$ cat src/rtl/trig_tmr_pkg.sv
package trig_tmr_pkg;

    localparam int MODE_W    = 3;
    localparam int POL_BIT   = 0;
    localparam int PULSE_BIT = 1;

    typedef logic [MODE_W-1:0] tmr_mode_t;

    typedef enum logic [2:0] {
        ST_IDLE   = 3'd0,
        ST_LOADED = 3'd1,
        ST_COUNT  = 3'd2,
        ST_FIRE   = 3'd3,
        ST_DONE   = 3'd4
    } tmr_state_e;

    // codes 0..3 are timer modes, everything above is idle
    function automatic logic is_timer_mode(input tmr_mode_t m);
        return m < tmr_mode_t'(4);
    endfunction

endpackage

$ cat src/rtl/trig_tmr_latch.sv
module trig_tmr_latch #(
    parameter int WIDTH = 16
) (
    input  logic             clk,
    input  logic             rst,
    input  logic             wr_en,
    input  logic [WIDTH-1:0] din,
    output logic [WIDTH-1:0] reload_val
);

    logic [WIDTH-1:0] held;

    always_ff @(posedge clk or posedge rst) begin
        if (rst)
            held <= '0;
        else if (!wr_en)
            held <= din;
    end

    // transparent while the strobe is low, frozen while high
    assign reload_val = wr_en ? held : din;

    a_r1_hold_while_high: assert property (@(posedge clk) disable iff (rst)
        (wr_en && $past(wr_en)) |-> $stable(held));

endmodule

$ cat src/rtl/trig_tmr_counter.sv
module trig_tmr_counter #(
    parameter int WIDTH = 16
) (
    input  logic             clk,
    input  logic             rst,
    input  logic             load,
    input  logic             dec,
    input  logic [WIDTH-1:0] load_val,
    output logic             at_one,
    output logic             at_zero
);

    logic [WIDTH-1:0] cnt;

    always_ff @(posedge clk or posedge rst) begin
        if (rst)
            cnt <= '0;
        else if (load)
            cnt <= load_val;
        else if (dec)
            cnt <= cnt - 1'b1;
    end

    assign at_zero = (cnt == '0);
    assign at_one  = (cnt == WIDTH'(1));

    a_r2_load_copies: assert property (@(posedge clk) disable iff (rst)
        load |=> (cnt == $past(load_val)));

    a_r3_step_by_one: assert property (@(posedge clk) disable iff (rst)
        (dec && !load) |=> (cnt == $past(cnt) - 1'b1));

    a_r13_no_underflow: assert property (@(posedge clk) disable iff (rst)
        dec |-> !at_zero);

    a_r13_hold_zero: assert property (@(posedge clk) disable iff (rst)
        (at_zero && !load) |=> at_zero);

endmodule

$ cat src/rtl/trig_tmr_ctrl.sv
module trig_tmr_ctrl
    import trig_tmr_pkg::*;
(
    input  logic      clk,
    input  logic      rst,
    input  logic      trig,
    input  tmr_mode_t mode,
    input  logic      cnt_one,
    input  logic      cnt_zero,
    output logic      load,
    output logic      dec,
    output logic      q_out,
    output logic      q_half
);

    tmr_state_e state, state_nx;
    logic       mode_ok;
    logic       q_act;

    assign mode_ok = is_timer_mode(mode);

    // state register
    always_ff @(posedge clk or posedge rst) begin
        if (rst)
            state <= ST_IDLE;
        else
            state <= state_nx;
    end

    // next state and counter controls
    always_comb begin
        state_nx = state;
        load     = 1'b0;
        dec      = 1'b0;
        if (!mode_ok) begin
            state_nx = ST_IDLE;                       // park
        end else if (trig) begin
            state_nx = ST_LOADED;                     // load
            load     = 1'b1;
        end else begin
            unique case (state)
                ST_IDLE:   state_nx = ST_IDLE;
                ST_LOADED: begin
                    if (cnt_zero) begin
                        state_nx = ST_IDLE;           // reject
                    end else begin
                        dec      = 1'b1;
                        state_nx = cnt_one ? ST_FIRE : ST_COUNT;  // arm-expire / arm
                    end
                end
                ST_COUNT: begin
                    dec      = 1'b1;
                    state_nx = cnt_one ? ST_FIRE : ST_COUNT;      // expire / tick
                end
                ST_FIRE:   state_nx = ST_DONE;        // settle
                ST_DONE:   state_nx = ST_DONE;
                default:   state_nx = ST_IDLE;
            endcase
        end
    end

    // outputs
    always_ff @(posedge clk or posedge rst) begin
        if (rst)
            q_half <= 1'b0;
        else if (state_nx == ST_FIRE)
            q_half <= ~q_half;
    end

    always_comb begin
        q_act = (state == ST_FIRE) || ((state == ST_DONE) && !mode[PULSE_BIT]);
        q_out = mode_ok ? (q_act ^ mode[POL_BIT]) : 1'b0;
    end

    a_r9_trig_clears: assert property (@(posedge clk) disable iff (rst)
        (trig && mode_ok) |=> (!q_act && state == ST_LOADED));

    a_r6_single_pulse: assert property (@(posedge clk) disable iff (rst)
        (state == ST_FIRE) |=> (state != ST_FIRE));

    a_r8_half_on_fire: assert property (@(posedge clk) disable iff (rst)
        !$stable(q_half) |-> (state == ST_FIRE));

    a_r10_zero_rejects: assert property (@(posedge clk) disable iff (rst)
        (state == ST_LOADED && mode_ok && !trig && cnt_zero) |=> (state == ST_IDLE));

    a_r11_idle_mode: assert property (@(posedge clk) disable iff (rst)
        !mode_ok |=> (state == ST_IDLE));

endmodule

$ cat src/rtl/trig_interval_timer.sv
module trig_interval_timer
    import trig_tmr_pkg::*;
#(
    parameter int WIDTH = 16
) (
    input  logic              clk,
    input  logic              rst,
    input  logic              wr_en,
    input  logic [WIDTH-1:0]  din,
    input  logic              trig,
    input  logic [MODE_W-1:0] mode,
    output logic              q_out,
    output logic              q_half
);

    logic [WIDTH-1:0] reload_val;
    logic             load, dec, at_one, at_zero;

    trig_tmr_latch #(.WIDTH(WIDTH)) u_latch (
        .clk        (clk),
        .rst        (rst),
        .wr_en      (wr_en),
        .din        (din),
        .reload_val (reload_val)
    );

    trig_tmr_counter #(.WIDTH(WIDTH)) u_counter (
        .clk      (clk),
        .rst      (rst),
        .load     (load),
        .dec      (dec),
        .load_val (reload_val),
        .at_one   (at_one),
        .at_zero  (at_zero)
    );

    trig_tmr_ctrl u_ctrl (
        .clk      (clk),
        .rst      (rst),
        .trig     (trig),
        .mode     (mode),
        .cnt_one  (at_one),
        .cnt_zero (at_zero),
        .load     (load),
        .dec      (dec),
        .q_out    (q_out),
        .q_half   (q_half)
    );

endmodule

$ cat config.mk
export PLATFORM = sky130hd
export DESIGN_NAME = trig_interval_timer
export DESIGN_NICKNAME = d
export VERILOG_FILES = /design/src/rtl/trig_tmr_pkg.sv /design/src/rtl/trig_tmr_latch.sv /design/src/rtl/trig_tmr_counter.sv /design/src/rtl/trig_tmr_ctrl.sv /design/src/rtl/trig_interval_timer.sv
export SDC_FILE = /design/constraint.sdc
export NUM_CORES = 1
export LEC_CHECK = 0
export ABC_AREA = 1
export CAP_MARGIN = 5
export CORE_AREA = 2 2 76 78
export DETAILED_ROUTE_END_ITERATION = 10
export DIE_AREA = 0 0 78 80
export HOLD_SLACK_MARGIN = 0.03
export PLACE_DENSITY = 0.55
export SLEW_MARGIN = 20
export SYNTH_ARGS = -nofsm -noshare
export SYNTH_HDL_FRONTEND = slang
export SYNTH_HIERARCHICAL = 1
export SYNTH_SLANG_ARGS = --single-unit
$ cat constraint.sdc
create_clock -name clk -period 4.55 [get_ports clk]
set_input_delay 0.91 -clock clk [delete_from_list [all_inputs] [get_ports clk]]
set_output_delay 0.91 -clock clk [all_outputs]
set_load 0.05 [all_outputs]
==> impl_metrics.json, run 1 <==
{
  "run_status": "finished, final reports clean",
  "switching_power_w": 0.000282,
  "ys_seq_area_share_pct": 43.2,
  "fmax_mhz": 295,
  "tightest_slew_ns": 0.749,
  "synth.distinct_cells": 35,
  "syn_avg_cell_area_sq_um": 7.90,
  "grt_pass1_wl_um": 7890,
  "finalMaxSlewViolations": 0,
  "setup_viol": 0,
  "syn2layout_area_growth_pct": 17.9,
  "hold_path_class": "reg2reg",
  "max_stage_delay_ns": 0.80,
  "yosysWarnings": 6,
  "clkLatencyLatePin_ns": 0.28,
  "hold_start": "u_latch/held[9]$_DFF_PP0_",
  "rsz0062_at_grt": "false",
  "crit_required_ns": 3.64,
  "layout.nets": 317,
  "multi_input_area_sq_um": 973,
  "ctsResizeCount": 0,
  "finalHoldViolCount": 0,
  "min_period_over_period_pct": 74.6,
  "vias": 1712,
  "drv_cap": 0,
  "diodes": 0,
  "cts.path.max_buffers": 2,
  "r2r_slack_ns": 2.21,
  "antenna_found_initial": 0,
  "synth_fa_ha_area_share_pct": 1.20,
  "grt_pass1_vias": 1654,
  "power.density_mw_per_mm2": 347,
  "path_common_cell": "clkdlybuf4s50_1",
  "cts_tree": "built",
  "seqCellArea_sq_um": 901,
  "synth-simple-area-share_pct": 38.0,
  "worst_path_max_delay_cell": "clkdlybuf4s50_1",
  "synthXorXnorAreaFrac_pct": 0.420,
  "synth_compound_area_share_pct": 7.08,
  "synth_top_family_by_area": "simple AND/OR/NAND/NOR gates",
  "dr.first_iter.drc_count": 62,
  "fin_setup_tns_ns": 0,
  "min_to": "u_latch/held[9]$_DFF_PP0_",
  "ir_worst_vdd_mv": 0.236,
  "numClockSinks": 36,
  "antenna_left": 0,
  "cp-start-kind": "input pin",
  "drc": 0,
  "finalWeightedCongestion": 0.825,
  "dieHeight_um": 80,
  "crit_path_cell_trace": "clkdlybuf4s50_1 -> inv_1 -> nand4_1 -> nand3_1 -> nand2_1 -> nor2_1 -> clkdlybuf4s50_1",
  "switching_share_pct": 33.1,
  "viasPerCell": 4.69,
  "grt_max_degree": 18,
  "track_usage_pct": 16.2,
  "row_count": 27,
  "fp.dieW_um": 78,
  "pwr-share-comb_pct": 26.7,
  "routed_wl_um": 4440,
  "clk_pin_slew_ns": 0.06,
  "htreeDepth": 2,
  "path_class": "in2out",
  "r2r_end": "u_counter/cnt[15]$_DFFE_PP0P_",
  "synth_mux_area_share_pct": 0,
  "wire_per_inst_um": 12.2,
  "clockPowerShare_pct": 26.6,
  "pin_count": 25,
  "cts_hold_buf": 0,
  "endpoint_kind": "primary output",
  "dieArea_sq_mm": 0.00624,
  "cp.arrival_ns": 2.49,
  "cp_num_buf_inv": 3,
  "syn_inst": 264,
  "finalClockSkew_ns": 0.00573,
  "gr-total-overflow": 0,
  "r2r_cells": 15,
  "synth-seq-cells": 36,
  "p_int_w": 0.000570,
  "finalCriticalPeriod_ns": 3.40,
  "critPathTopFamily": "buffers and inverters",
  "holdPathStages": 2,
  "max_slew_margin_pct": 49.9,
  "initial_core_util_pct": 38.6,
  "power.leakage_nw": 1.21,
  "whs_ns": 0.477,
  "p_seq_share_pct": 46.7,
  "clk_root_buffer_cell": "clkbuf_8",
  "synth_area_sq_mm": 0.00209,
  "drive_gt1_share_pct": 13.7,
  "r2r_start": "u_counter/cnt[0]$_DFFE_PP0P_",
  "hpwl_um": 3330,
  "path_max_fanout": 2,
  "syn_nets": 289,
  "coreArea_sq_mm": 0.00541,
  "drt_first_pass_iters": 4,
  "port_buffers": 24,
  "numCtsBuffers": 5,
  "fill_cells": 563,
  "postCtsSetupBuffers": 0
}
[per-layer routing]
| layer | global-route usage [%] | share of wire [%] | vias up |
|---|---|---|---|
| met5 | 0 | 0 | - |
| met4 | 4.21 | 0.83 | 0 |
| met3 | 3.39 | 3.3 | 4 |
| met2 | 26.2 | 46 | 32 |
| met1 | 22.3 | 50 | 774 |
| li1 | - | - | 902 |
[logic make-up (layout without fill, tap and decap cells)]
| kind of cell | count (synthesis) | count (layout) |
|---|---|---|
| and+or+nand+nor | 163 | 163 |
| buffers and inverters | 41 | 70 |
| DFF | 36 | 36 |
| AOI/OAI and AO/OA | 21 | 21 |
| adders and majority gates | 2 | 2 |
| xor gates and xnor gates | 1 | 1 |
[stage by stage]
stage                     worst slack [ns]  instance area, sq um  total power [W]  instances  util, %
final                                 1.15                  2460         0.000853        365     45.5
after global routing                  1.02                  2460         0.000915        365     45.5
after CTS                             1.15                  2460         0.000867        365     45.5
after detailed placement              1.15                  2370         0.000634        357     43.8
after global placement                1.17                  2370         0.000631        357     43.8
after floorplan                       1.83                  2090         0.000571        264        -
[synthesized netlist by cell type, drive strengths merged]
cell,instances,area [sq um]
o21ai,3,15.0
a21oi,2,10.0
nand4,6,37.5
a211oi,1,7.51
buf,4,47.5
ha,2,25.0
o21bai,1,7.51
inv,34,138
nor4,1,12.5
xnor2,1,8.76
clkinv,2,12.5
dfrtp,36,901
nor3,3,26.3
nand2,104,445
a22oi,9,67.6
nand3b,1,7.51
o221ai,2,17.5
nor2,25,143
o211ai,3,22.5
clkbuf,1,13.8
nand3,23,120
[tightest hold or removal path, stage by stage, from the launching register on]
cell     delay [ns]
dfrtp_1        0.32
nand2_1        0.05
nand2_1        0.08
[power by group through the flow]
stage,clock [W],combinational (W),sequential [W]
after floorplan,0,0.000166,0.000405
after global placement,0,0.000228,0.000403
after detailed placement,0,0.000231,0.000403
after CTS,0.000237,0.000231,0.000398
after global routing,0.000248,0.000262,0.000405
final,0.000227,0.000227,0.000398
[cell usage in the layout, fill, tap and decap left out, types with 6 or more instances in the layout]
master / netlist / final
nand4_1: 6 / 6
nand2_1: 88 / 88
dfrtp_1: 36 / 36
nand2_2: 13 / 13
clkbuf_8: 1 / 6
nand3_1: 22 / 22
inv_1: 28 / 28
clkdlybuf4s50_1: 0 / 24
a22oi_1: 9 / 9
nor2_1: 19 / 19
[sequential cells by signal, summed over array words and instances (netlist names)]
signal         flops
u_ctrl/state       3
u_ctrl/q_half      1
u_latch/held      16
u_counter/cnt     16
[how the worst max path moves through the flow]
stage | start | end | slack (ns) | cells past startpoint
global placement | mode[1] | q_out | 1.17 | 7
detailed placement | mode[1] | q_out | 1.15 | 7
floorplan | mode[1] | q_out | 1.83 | 5
CTS | mode[1] | q_out | 1.15 | 7
finish | mode[1] | q_out | 1.15 | 7
global route | mode[1] | q_out | 1.02 | 7
[cell type report]
class                           instances  share of cell area, %
Inverter                               36                   6.10
Timing Repair Buffer                   26                   10.4
Sequential cell                        36                   36.6
Clock buffer                            8                   3.66
Multi-Input combinational cell        187                   39.6
Tap cell                               72                   3.66
No activity file was read; power rests on OpenSTA's default activity.
==> run 2: changes to the inputs <==
Settings changed: PLACE_DENSITY 0.55 to 0.57.
Clock period 4.55 ns to 2.9 ns, I/O delays scaled along.
==> impl_metrics.json, run 2 (synthesis results as in run 1) <==
{
  "run_status": "finished, final reports clean",
  "reg_top3": "u_counter/cnt: 16 flops, u_latch/held: 16 flops, u_ctrl/state: 3 flops",
  "cts_tree": "built",
  "finalClockSkew_ns": 0.00558,
  "min_period_over_period_pct": 76.8,
  "clk_pin_slew_ns": 0.07,
  "layout_common_cells": "nand2_1, dfrtp_1, inv_1",
  "fmax_mhz": 449,
  "finalHoldViolCount": 0,
  "cp-start-kind": "register",
  "drc": 0,
  "track_usage_pct": 16.6,
  "grt_pass1_vias": 1667,
  "power.density_mw_per_mm2": 546,
  "crit_required_ns": 3.10,
  "drv_cap": 0,
  "syn2layout_area_growth_pct": 18.2,
  "r2r_end": "u_counter/cnt[7]$_DFFE_PP0P_",
  "viasPerCell": 4.70,
  "vias": 1722,
  "port_buffers": 24,
  "pin_count": 25,
  "fp.dieW_um": 78,
  "dr.first_iter.drc_count": 122,
  "final_common_cell": "nand2_1",
  "dieHeight_um": 80,
  "r2r_start": "u_counter/cnt[0]$_DFFE_PP0P_",
  "row_count": 27,
  "min_to": "u_latch/held[7]$_DFF_PP0_",
  "postCtsSetupBuffers": 0,
  "hold_path_class": "reg2reg",
  "grt_pass1_wl_um": 7960,
  "routed_wl_um": 4530,
  "cp.arrival_ns": 2.42,
  "power.leakage_nw": 1.22,
  "endpoint_kind": "register",
  "dieArea_sq_mm": 0.00624,
  "gr-total-overflow": 0,
  "drive_gt1_share_pct": 14.3,
  "coreArea_sq_mm": 0.00541,
  "design_power_total_w": 0.00135,
  "diodes": 0,
  "hpwl_um": 3470,
  "antenna_left": 0,
  "drt_first_pass_iters": 5,
  "wire_per_inst_um": 12.4,
  "numClockSinks": 36,
  "ir_worst_vdd_mv": 0.234,
  "holdPathStages": 2,
  "grt_max_degree": 19,
  "setup_viol": 0,
  "path_class": "reg2reg",
  "hold_start": "u_latch/held[7]$_DFF_PP0_",
  "clk_root_buffer_cell": "clkbuf_8",
  "antenna_found_initial": 0,
  "path_max_fanout": 9,
  "fill_cells": 559,
  "r2r_slack_ns": 0.67,
  "fin_setup_tns_ns": 0,
  "ctsResizeCount": 0,
  "r2r_cells": 15,
  "layout.nets": 318,
  "htreeDepth": 2,
  "finalCriticalPeriod_ns": 2.23,
  "rsz0062_at_grt": "false",
  "finalWeightedCongestion": 0.885,
  "initial_core_util_pct": 38.6,
  "numCtsBuffers": 5,
  "tightest_slew_ns": 0.705,
  "clkLatencyLatePin_ns": 0.28,
  "cts_hold_buf": 0,
  "max_slew_margin_pct": 52.9,
  "finalMaxSlewViolations": 0,
  "cts.path.max_buffers": 2
}
-- run 2: cell type report --
class / count / area, sq um / area share [%]
clock buffers: 8 / 90.1 / 3.65
flip-flops and latches: 36 / 901 / 36.5
repair buffers: 27 / 260 / 10.6
inverters: 36 / 150 / 6.09
multi-input cells: 187 / 973 / 39.5
well taps: 72 / 90.1 / 3.65
-- run 2: worst max path at each step --
stage	startpoint	end	slack, ns	cells after the start
2_1_floorplan	u_counter/cnt[0]$_DFFE_PP0P_	u_counter/cnt[3]$_DFFE_PP0P_	0.70	14
3_3_place_gp	mode[2]	u_counter/cnt[3]$_DFFE_PP0P_	0.67	10
3_5_place_dp	mode[2]	u_counter/cnt[7]$_DFFE_PP0P_	0.61	10
4_1_cts	u_counter/cnt[0]$_DFFE_PP0P_	u_counter/cnt[7]$_DFFE_PP0P_	0.66	15
5_1_grt	u_counter/cnt[0]$_DFFE_PP0P_	u_counter/cnt[3]$_DFFE_PP0P_	0.46	15
6_report	u_counter/cnt[0]$_DFFE_PP0P_	u_counter/cnt[7]$_DFFE_PP0P_	0.67	15
-- run 2: metal layers --
layer / part of all wire (%) / wire (um) / global-route usage [%]
met2: 44 / 2010 / 25.2
met4: 1.7 / 76 / 6.67
met3: 2.3 / 106 / 3.39
met1: 52 / 2340 / 23.1
met5: 0 / 0 / 0
-- run 2: critical path: stages, from the launching register on --
cell and delay [ns]:
dfrtp_1 0.40, inv_1 0.10, ha_1 0.23, nand2_4 0.10, nor2_8 0.15, nand2_2 0.07, nor4_2 0.17, nand2_1 0.10
nand2_2 0.11, nor3_1 0.05, buf_4 0.16, inv_1 0.08, nand2_2 0.10, inv_4 0.13, a22oi_1 0.08, o211ai_1 0.10
-- run 2: metrics by stage --
stage / setup WS [ns] / std cells / cell area [sq um] / utilization (%) / hold WS [ns]
finish: 0.672 / 366 / 2460 / 45.6 / 0.477
global route: 0.462 / 366 / 2460 / 45.6 / 0.503
CTS: 0.661 / 366 / 2460 / 45.6 / 0.484
detailed placement: 0.615 / 358 / 2370 / 43.9 / 0.468
global placement: 0.671 / 358 / 2370 / 43.9 / 0.462
floorplan: 0.696 / 264 / 2090 / - / 0.346
-- run 2: where the power goes --
part	switching [W]	internal, W	leakage [nW]
clock	0.000164	0.000194	0.0455
sequential	0.0000602	0.000566	0.449
combinational	0.000227	0.000135	0.723
